$ cat src/rtl/ptp_tsu_pkg.sv
package ptp_tsu_pkg;

  localparam logic [7:0]  SFD_BYTE   = 8'hD5;
  localparam logic [15:0] PTP_ETYPE  = 16'h88F7;
  localparam int          ETYPE_POS  = 12;
  localparam int          HDR_POS    = 14;
  localparam int          HDR_LEN    = 34;
  localparam int          SEQ_REL    = 30;
  localparam int          MASK_W     = 16;

  typedef struct packed {
    logic [15:0] pad;
    logic [47:0] sec;
    logic [31:0] ns;
    logic [3:0]  msg_id;
    logic [11:0] csum;
    logic [15:0] seq;
  } tsu_entry_t;

  typedef enum logic [1:0] {
    PS_HUNT  = 2'd0,
    PS_FRAME = 2'd1,
    PS_DONE  = 2'd2
  } parse_st_e;

endpackage

$ cat src/rtl/tsu_nibble_pack.sv
module tsu_nibble_pack
  import ptp_tsu_pkg::*;
(
  input  logic       clk,
  input  logic       rst_n,
  input  logic       gmii_mode,
  input  logic       line_dv,
  input  logic [7:0] line_d,
  output logic       byte_vld,
  output logic [7:0] byte_d
);

  logic [3:0] lo_q;
  logic       locked_q;
  logic       phase_q;
  logic [7:0] pair;

  assign pair = {line_d[3:0], lo_q};

  always_comb begin
    if (gmii_mode) begin
      byte_vld = line_dv;
      byte_d   = line_d;
    end else if (!locked_q) begin
      byte_vld = line_dv;
      byte_d   = pair;
    end else begin
      byte_vld = line_dv && phase_q;
      byte_d   = pair;
    end
  end

  always_ff @(posedge clk) begin
    if (!rst_n) begin
      lo_q     <= '0;
      locked_q <= 1'b0;
      phase_q  <= 1'b0;
    end else if (!line_dv) begin
      locked_q <= 1'b0;
      phase_q  <= 1'b0;
    end else begin
      lo_q <= line_d[3:0];
      if (!gmii_mode && !locked_q && pair == SFD_BYTE) begin
        locked_q <= 1'b1;
        phase_q  <= 1'b0;
      end else if (locked_q) begin
        phase_q <= ~phase_q;
      end
    end
  end


  mii_spacing_chk: assert property (@(posedge clk) disable iff (!rst_n)
    (!gmii_mode && locked_q && phase_q && byte_vld) |=> (!byte_vld || gmii_mode));

endmodule

$ cat src/rtl/tsu_frame_parse.sv
module tsu_frame_parse
  import ptp_tsu_pkg::*;
#(
  parameter int SEC_W = 48,
  parameter int NS_W  = 32
) (
  input  logic              clk,
  input  logic              rst_n,
  input  logic              line_dv,
  input  logic              byte_vld,
  input  logic [7:0]        byte_d,
  input  logic [SEC_W-1:0]  rtc_sec,
  input  logic [NS_W-1:0]   rtc_ns,
  input  logic [MASK_W-1:0] id_mask,
  output logic              push,
  output tsu_entry_t        entry
);

  localparam int LAST_POS = HDR_POS + HDR_LEN - 1;
  localparam int IDX_W    = $clog2(LAST_POS + 1);
  localparam logic [IDX_W-1:0] I_ET_HI = IDX_W'(ETYPE_POS);
  localparam logic [IDX_W-1:0] I_ET_LO = IDX_W'(ETYPE_POS + 1);
  localparam logic [IDX_W-1:0] I_HDR   = IDX_W'(HDR_POS);
  localparam logic [IDX_W-1:0] I_SEQ_H = IDX_W'(HDR_POS + SEQ_REL);
  localparam logic [IDX_W-1:0] I_SEQ_L = IDX_W'(HDR_POS + SEQ_REL + 1);
  localparam logic [IDX_W-1:0] I_LAST  = IDX_W'(LAST_POS);

  parse_st_e        st;
  logic [IDX_W-1:0] idx;
  logic             cap_pend;
  logic [SEC_W-1:0] ts_sec;
  logic [NS_W-1:0]  ts_ns;
  logic [7:0]       et_hi;
  logic             is_ptp;
  logic [3:0]       msg_id;
  logic [11:0]      csum;
  logic [15:0]      seq;
  logic             at_last;

  assign at_last = (st == PS_FRAME) && byte_vld && (idx == I_LAST);
  assign push    = at_last && is_ptp && id_mask[msg_id];

  always_comb begin
    entry        = '0;
    entry.sec    = ts_sec;
    entry.ns     = ts_ns;
    entry.msg_id = msg_id;
    entry.csum   = csum + {4'h0, byte_d};
    entry.seq    = seq;
  end

  always_ff @(posedge clk) begin
    if (!rst_n) begin
      st       <= PS_HUNT;
      idx      <= '0;
      cap_pend <= 1'b0;
      ts_sec   <= '0;
      ts_ns    <= '0;
      et_hi    <= '0;
      is_ptp   <= 1'b0;
      msg_id   <= '0;
      csum     <= '0;
      seq      <= '0;
    end else if (!line_dv) begin
      st       <= PS_HUNT;
      cap_pend <= 1'b0;
    end else begin
      unique case (st)
        PS_HUNT: begin
          if (byte_vld && byte_d == SFD_BYTE) begin
            st       <= PS_FRAME;
            idx      <= '0;
            cap_pend <= 1'b1;
            is_ptp   <= 1'b0;
            csum     <= '0;
          end
        end
        PS_FRAME: begin
          if (cap_pend) begin
            ts_sec   <= rtc_sec;
            ts_ns    <= rtc_ns;
            cap_pend <= 1'b0;
          end
          if (byte_vld) begin
            idx <= idx + 1'b1;
            if (idx == I_ET_HI) et_hi <= byte_d;
            if (idx == I_ET_LO) is_ptp <= ({et_hi, byte_d} == PTP_ETYPE);
            if (idx >= I_HDR)   csum <= csum + {4'h0, byte_d};
            if (idx == I_HDR)   msg_id <= byte_d[3:0];
            if (idx == I_SEQ_H) seq[15:8] <= byte_d;
            if (idx == I_SEQ_L) seq[7:0] <= byte_d;
            if (idx == I_LAST)  st <= PS_DONE;
          end
        end
        default: ;
      endcase
    end
  end


  ts_stable_chk: assert property (@(posedge clk) disable iff (!rst_n)
    (st == PS_FRAME && !cap_pend && line_dv) |=> ($stable(ts_sec) && $stable(ts_ns)));


  push_in_frame_chk: assert property (@(posedge clk) disable iff (!rst_n)
    push |=> (st == PS_DONE));

endmodule

$ cat src/rtl/tsu_entry_fifo.sv
module tsu_entry_fifo #(
  parameter int DEPTH = 16,
  parameter int W     = 128,
  localparam int AW    = $clog2(DEPTH),
  localparam int CNT_W = AW + 1
) (
  input  logic             clk,
  input  logic             rst_n,
  input  logic             push,
  input  logic [W-1:0]     din,
  input  logic             pop,
  input  logic             clr_ovf,
  output logic [W-1:0]     dout,
  output logic [CNT_W-1:0] count,
  output logic             empty,
  output logic             overflow
);

  localparam logic [CNT_W-1:0] FULL_CNT = CNT_W'(DEPTH);
  localparam logic [AW-1:0]    LAST_PTR = AW'(DEPTH - 1);

  logic [W-1:0]  mem [DEPTH];
  logic [AW-1:0] wp, rp;
  logic          full, accept, take;

  assign full   = (count == FULL_CNT);
  assign empty  = (count == '0);
  assign accept = push && !full;
  assign take   = pop && !empty;
  assign dout   = mem[rp];

  always_ff @(posedge clk) begin
    if (accept) mem[wp] <= din;
  end

  always_ff @(posedge clk) begin
    if (!rst_n) begin
      wp       <= '0;
      rp       <= '0;
      count    <= '0;
      overflow <= 1'b0;
    end else begin
      if (accept) wp <= (wp == LAST_PTR) ? '0 : wp + 1'b1;
      if (take)   rp <= (rp == LAST_PTR) ? '0 : rp + 1'b1;
      if (accept && !take)      count <= count + 1'b1;
      else if (take && !accept) count <= count - 1'b1;
      if (push && full)  overflow <= 1'b1;
      else if (clr_ovf)  overflow <= 1'b0;
    end
  end


  count_bound_chk: assert property (@(posedge clk) disable iff (!rst_n)
    count <= FULL_CNT);


  full_drop_chk: assert property (@(posedge clk) disable iff (!rst_n)
    (push && full && !pop) |=> (count == $past(count)));


  ovf_sticky_chk: assert property (@(posedge clk) disable iff (!rst_n)
    (overflow && !clr_ovf) |=> overflow);


  pop_nonempty_chk: assert property (@(posedge clk) disable iff (!rst_n)
    pop |-> !empty);


  push_pop_chk: assert property (@(posedge clk) disable iff (!rst_n)
    (push && pop && !full) |=> (count == $past(count)));

endmodule

$ cat src/rtl/tsu_csr.sv
module tsu_csr
  import ptp_tsu_pkg::*;
#(
  parameter int              ADDR_W       = 8,
  parameter logic [ADDR_W-1:0] BASE_ADDR  = 8'h40,
  parameter bit              ADDR_IS_WORD = 1'b0,
  parameter int              CNT_W        = 5,
  parameter logic [MASK_W-1:0] MASK_RST   = 16'h000F
) (
  input  logic              clk,
  input  logic              rst_n,
  input  logic              rd_en,
  input  logic [ADDR_W-1:0] rd_addr,
  output logic [31:0]       rd_data,
  input  logic              wr_en,
  input  logic [ADDR_W-1:0] wr_addr,
  input  logic [MASK_W-1:0] wr_data,
  input  tsu_entry_t        head,
  input  logic              empty,
  input  logic [CNT_W-1:0]  count,
  input  logic              overflow,
  output logic              pop,
  output logic              clr_ovf,
  output logic [MASK_W-1:0] id_mask
);

  localparam int NWORDS = 8;
  localparam int SHIFT  = ADDR_IS_WORD ? 0 : 2;
  localparam logic [ADDR_W-1:0] SPAN = ADDR_W'(NWORDS << SHIFT);
  localparam logic [2:0] W_STAT = 3'd4;
  localparam logic [2:0] W_MASK = 3'd5;
  localparam logic [2:0] W_POP  = 3'd3;

  logic              r_hit, w_hit;
  logic [2:0]        r_word, w_word;
  logic [ADDR_W-1:0] r_off, w_off;

  // Address unit picked by parameter: word units use the offset as-is.
  generate
    if (ADDR_IS_WORD) begin : g_word_addr
      assign r_word = r_off[2:0];
      assign w_word = w_off[2:0];
    end else begin : g_byte_addr
      assign r_word = r_off[4:2];
      assign w_word = w_off[4:2];
    end
  endgenerate

  assign r_off = rd_addr - BASE_ADDR;
  assign w_off = wr_addr - BASE_ADDR;
  assign r_hit = (rd_addr >= BASE_ADDR) && (r_off < SPAN);
  assign w_hit = (wr_addr >= BASE_ADDR) && (w_off < SPAN);

  logic [127:0] head_bits;
  assign head_bits = empty ? '0 : head;

  always_comb begin
    rd_data = '0;
    if (r_hit) begin
      unique case (r_word)
        3'd0:   rd_data = head_bits[127:96];
        3'd1:   rd_data = head_bits[95:64];
        3'd2:   rd_data = head_bits[63:32];
        3'd3:   rd_data = head_bits[31:0];
        W_STAT: rd_data = {overflow, {(31 - CNT_W){1'b0}}, count};
        W_MASK: rd_data = {{(32 - MASK_W){1'b0}}, id_mask};
        default: rd_data = '0;
      endcase
    end
  end

  assign pop     = rd_en && r_hit && (r_word == W_POP) && !empty;
  assign clr_ovf = rd_en && r_hit && (r_word == W_STAT);

  always_ff @(posedge clk) begin
    if (!rst_n)                                 id_mask <= MASK_RST;
    else if (wr_en && w_hit && w_word == W_MASK) id_mask <= wr_data;
  end


  mask_hold_chk: assert property (@(posedge clk) disable iff (!rst_n)
    (wr_en && !w_hit) |=> $stable(id_mask));

endmodule

$ cat src/rtl/ptp_tsu.sv
module ptp_tsu
  import ptp_tsu_pkg::*;
#(
  parameter int                DEPTH        = 16,
  parameter int                ADDR_W       = 8,
  parameter logic [ADDR_W-1:0] BASE_ADDR    = 8'h40,
  parameter bit                ADDR_IS_WORD = 1'b0,
  parameter logic [15:0]       MASK_RST     = 16'h000F
) (
  input  logic              clk,
  input  logic              rst_n,
  input  logic              gmii_mode,
  input  logic              line_dv,
  input  logic [7:0]        line_d,
  input  logic [47:0]       rtc_sec,
  input  logic [31:0]       rtc_ns,
  input  logic              rd_en,
  input  logic [ADDR_W-1:0] rd_addr,
  output logic [31:0]       rd_data,
  input  logic              wr_en,
  input  logic [ADDR_W-1:0] wr_addr,
  input  logic [15:0]       wr_data
);

  localparam int CNT_W = $clog2(DEPTH) + 1;
  localparam int ENT_W = $bits(tsu_entry_t);

  logic             byte_vld;
  logic [7:0]       byte_d;
  logic             push, pop, clr_ovf, empty, overflow;
  tsu_entry_t       new_entry, head;
  logic [ENT_W-1:0] head_raw;
  logic [CNT_W-1:0] count;
  logic [15:0]      id_mask;

  assign head = tsu_entry_t'(head_raw);

  tsu_nibble_pack u_pack (
    .clk(clk), .rst_n(rst_n), .gmii_mode(gmii_mode),
    .line_dv(line_dv), .line_d(line_d),
    .byte_vld(byte_vld), .byte_d(byte_d)
  );

  tsu_frame_parse #(.SEC_W(48), .NS_W(32)) u_parse (
    .clk(clk), .rst_n(rst_n), .line_dv(line_dv),
    .byte_vld(byte_vld), .byte_d(byte_d),
    .rtc_sec(rtc_sec), .rtc_ns(rtc_ns), .id_mask(id_mask),
    .push(push), .entry(new_entry)
  );

  tsu_entry_fifo #(.DEPTH(DEPTH), .W(ENT_W)) u_fifo (
    .clk(clk), .rst_n(rst_n), .push(push), .din(new_entry),
    .pop(pop), .clr_ovf(clr_ovf), .dout(head_raw),
    .count(count), .empty(empty), .overflow(overflow)
  );

  tsu_csr #(
    .ADDR_W(ADDR_W), .BASE_ADDR(BASE_ADDR), .ADDR_IS_WORD(ADDR_IS_WORD),
    .CNT_W(CNT_W), .MASK_RST(MASK_RST)
  ) u_csr (
    .clk(clk), .rst_n(rst_n),
    .rd_en(rd_en), .rd_addr(rd_addr), .rd_data(rd_data),
    .wr_en(wr_en), .wr_addr(wr_addr), .wr_data(wr_data),
    .head(head), .empty(empty), .count(count), .overflow(overflow),
    .pop(pop), .clr_ovf(clr_ovf), .id_mask(id_mask)
  );

endmodule

$ cat config.mk
export PLATFORM = sky130hd
export DESIGN_NAME = ptp_tsu
export DESIGN_NICKNAME = d
export VERILOG_FILES = /design/src/rtl/ptp_tsu_pkg.sv /design/src/rtl/tsu_nibble_pack.sv /design/src/rtl/tsu_frame_parse.sv /design/src/rtl/tsu_entry_fifo.sv /design/src/rtl/tsu_csr.sv /design/src/rtl/ptp_tsu.sv
export SDC_FILE = /design/constraint.sdc
export NUM_CORES = 2
export LEC_CHECK = 0
export BUFFER_PORTS_ARGS = -buffer_cell sky130_fd_sc_hd__buf_4
export CELL_PAD_IN_SITES_DETAIL_PLACEMENT = 0
export CELL_PAD_IN_SITES_GLOBAL_PLACEMENT = 1
export CORE_AREA = 2 2 397 399
export CTS_BUF_LIST = sky130_fd_sc_hd__clkbuf_4
export CTS_CLUSTER_SIZE = 10
export DETAILED_ROUTE_END_ITERATION = 7
export DIE_AREA = 0 0 399 401
export GPL_ROUTABILITY_DRIVEN = 0
export PLACE_DENSITY_LB_ADDON = 0.15
export SYNTH_ARGS = -nofsm -noshare
export SYNTH_HDL_FRONTEND = slang
export SYNTH_HIERARCHICAL = 1
export SYNTH_SLANG_ARGS = --single-unit
$ cat constraint.sdc
create_clock -name clk -period 34 [get_ports clk]
set_clock_uncertainty 0.2 [all_clocks]
set_input_delay 1.7 -clock clk [delete_from_list [all_inputs] [get_ports clk]]
set_output_delay 1.7 -clock clk [all_outputs]
set_load 0.005 [all_outputs]
==> flow_summary.yaml <==
run_status:
  outcome: "finished, final reports clean"
global_routing:
  grt_pass1_vias: 45898
  grt_util_all_layers_pct: 27.4
  antenna_found_initial: 7
  grt_max_degree: 129
  grt_pass1_wl_um: 309000
  grt-ovfl-total: 0
placed_design:
  port_buffers: 153
  dpl.hpwl_um: 110000
  dpl.cell_count: 6243
  place_area_um2: 88700
  place_ws_ns: 26.30
logic_synthesis:
  synth_top_area_share_pct: 72.1
  synth_seq_area_share_pct: 76.1
  synth_edf_count: 2048
  avgSynthCellArea_um2: 20.3
  synthFlopType: "edfxtp_1"
  yosysTopAreaCell: "edfxtp_1"
  yosysWarnings: 6
  ys_types: 80
  synth_seq_cells: 2218
  syn_inst: 4196
  synth_area_leaders: "edfxtp_1, mux4_2, dfxtp_1, a22oi_1, nand2_1"
  syn-cell-area_um2: 85300
  async_flop_share_pct: 0
drt:
  post_drt_wl_per_cell_um: 30.0
  drtIter0Drc: 4942
  first_pass_iters: 7
  drc: 0
  viasPerCell: 6.23
  vias: 45168
  ant_nets: 0
  wl_um: 217000
power:
  p_int_mw: 4.24
  seqPwrFrac_pct: 55.6
  clkPwrFrac_pct: 43.5
  p_total_mw: 5.29
  vdd_ir_drop_max_mv: 0.0335
  power_leakage_nw: 34.9
  power.share.switching_pct: 19.9
  pwr-share-comb_pct: 0.9
  switching_power_mw: 1.05
  p_per_area_nw_per_um2: 55.0
final_layout:
  final_cells: 7247
  area_growth_pct: 12.7
  final_area_um2: 96100
  drive_gt1_share_pct: 33.9
  finalNetCount: 4923
  utilization_pct: 61.8
worst_setup_path:
  r2r_end: "u_fifo/mem[2][89]$_DFFE_PP_"
  arrival_ns: 7.07
  required_ns: 32.10
  worstPathMaxFanout: 128
  r2r_cells: 9
  critPathCaptureType: "primary output"
  critPathKind: "flip-flop to primary output"
  reg2reg_slack_ns: 27.43
  start_kind: "flip-flop"
  worstSetupEndpoint: "rd_data[6]"
  r2r_start: "u_parse/msg_id[0]$_SDFFE_PN0P_"
hold_path:
  holdCritPathClass: "flip-flop to flip-flop"
clock_tree:
  hold_buffers: 0
  cts.sinks: 2218
  cts_made_buffers: 586
  clk_latency_ns: 1.31
  clockBufferDepth: 4
  clockRootBuffer: "clkbuf_4"
  cts_resized: 0
  post_cts_buffers: 0
  clkTransAtPathRegs_ns: 0.06
  cts_tree: "yes"
  htree_levels: 6
timing:
  rsz0062_at_grt: "false"
  timing.final.crit_period_ns: 8.97
  fmax_mhz: 111
  worst_pin_slew_ns: 1.32
  maxSlewHeadroom_pct: 11.0
  hold_viol: 0
  fin_setup_tns_ns: 0
  setup_viol: 0
  finalHoldWorstSlack_ns: 0.269
  setup_ws_ns: 25.03
  fin_crit_sh_pct: 26.4
  drv_slew: 0
die:
  num_io_pins: 158
  dieWidth_um: 399
  die_h_um: 401
  initial_core_util_pct: 54.8
  die-area_um2: 160000
  rows: 145
  fp.coreArea_um2: 156000
run:
  maxCapViolCount: 0
==> power by group through the flow <==
stage	logic (mW)	registers (mW)	clock network, mW
2_1_floorplan	0.0209	3.00	0
3_3_place_gp	0.0435	3.00	0
3_5_place_dp	0.0437	3.00	0
4_1_cts	0.0439	2.94	2.36
5_1_grt	0.0486	2.94	2.51
6_report	0.0458	2.94	2.30
==> how the worst min path moves through the flow <==
stage | startpoint | to | slack [ns] | cells past startpoint
2_1_floorplan | u_parse/csum[0]$_SDFFE_PN0P_ | u_parse/csum[0]$_SDFFE_PN0P_ | 0.24 | 2
3_3_place_gp | u_parse/csum[2]$_SDFFE_PN0P_ | u_parse/csum[2]$_SDFFE_PN0P_ | 0.24 | 2
3_5_place_dp | u_parse/csum[2]$_SDFFE_PN0P_ | u_parse/csum[2]$_SDFFE_PN0P_ | 0.25 | 2
4_1_cts | u_parse/csum[2]$_SDFFE_PN0P_ | u_parse/csum[2]$_SDFFE_PN0P_ | 0.26 | 2
5_1_grt | u_parse/csum[2]$_SDFFE_PN0P_ | u_parse/csum[2]$_SDFFE_PN0P_ | 0.27 | 2
6_report | u_parse/csum[2]$_SDFFE_PN0P_ | u_parse/csum[2]$_SDFFE_PN0P_ | 0.27 | 2
==> worst max-delay path, stage by stage (launching register included) <==
cell	delay, ns
dfxtp_4	0.76
buf_12	0.58
buf_4	0.65
buf_4	0.75
buf_4	0.82
mux4_2	0.41
a22oi_1	0.23
nand2_1	0.23
mux2_2	0.36
a221o_2	0.50
buf_4	0.19
==> final cells by class <==
class / instances / area [um^2]
antenna: 9 / 22.5
clock buffer: 896 / 6730
clock inverter: 99 / 689
fill: 11354 / 59500
inverter: 14 / 57.6
multi-input combinational: 1724 / 19200
sequential: 2218 / 64900
tap: 2058 / 2570
timing repair buffer: 229 / 1910
==> state kept, by name, indices dropped and copies added (netlist names), 2 cells and up, named ones only <==
register	cells
u_csr/id_mask	16
u_parse/seq	16
u_parse/et_hi	8
u_parse/msg_id	4
u_pack/lo_q	4
u_parse/ts_sec	48
u_parse/ts_ns	32
u_fifo/rp	4
u_fifo/count	5
u_parse/st	2
u_parse/idx	6
u_fifo/wp	4
u_fifo/mem	2048
u_parse/csum	12
==> cell usage in the layout (no fill, tap or decap), drive strengths merged, types with 12 or more instances in the layout <==
cell type	n
conb	16
a21oi	106
buf	229
o21ai	24
a22oi	187
clkbuf	896
a21boi	14
o22ai	74
nand2	309
nor2	104
o22a	14
inv	27
nor3	21
edfxtp	2048
dfxtp	170
mux2i	67
nand3	49
xnor2	15
mux2	30
clkinv	74
ha	22
bufinv	12
mux4	518
nor2b	14
==> cells by family (layout without fill, tap and decap cells) <==
group                      after synthesis  count (layout)  share of synthesized area (%)
adders and majority gates               24              24                          0.370
AOI/OAI and AO/OA                      473             473                           3.80
and+or+nand+nor                        577             577                           3.09
DFF                                   2218            2218                           76.1
other                                    1              25                        0.00439
xor gates and xnor gates                19              19                          0.195
muxes                                  615             615                           14.9
buffers and inverters                  269            1238                           1.63
==> cell usage after synthesis (6+ instances only) <==
cell	instances
edfxtp_1	2048
mux4_2	518
nand2_1	309
a22oi_1	187
dfxtp_1	170
clkbuf_1	125
a21oi_1	106
nor2_1	104
o22ai_1	74
mux2i_1	67
buf_2	51
nand3_1	49
buf_4	36
mux2_2	30
buf_6	24
o21ai_0	23
ha_1	22
nor3_1	21
buf_1	18
xnor2_1	15
inv_1	14
nor2b_1	14
o22a_1	14
a21boi_0	12
a221o_2	10
nand2b_1	10
and2_1	9
nand4_1	9
o211ai_1	9
a21o_1	6
and3_1	6
==> per-layer routing <==
layer / up-vias / track usage (%) / share of wire (%)
met1: 23696 / 39.2 / 40
met3: 319 / 8.69 / 11
li1: 18882 / - / -
met5: - / 0 / 0.0051
met4: 2 / 8.63 / 2.3
met2: 2269 / 40.5 / 46
(Power assumes the default switching activity.)
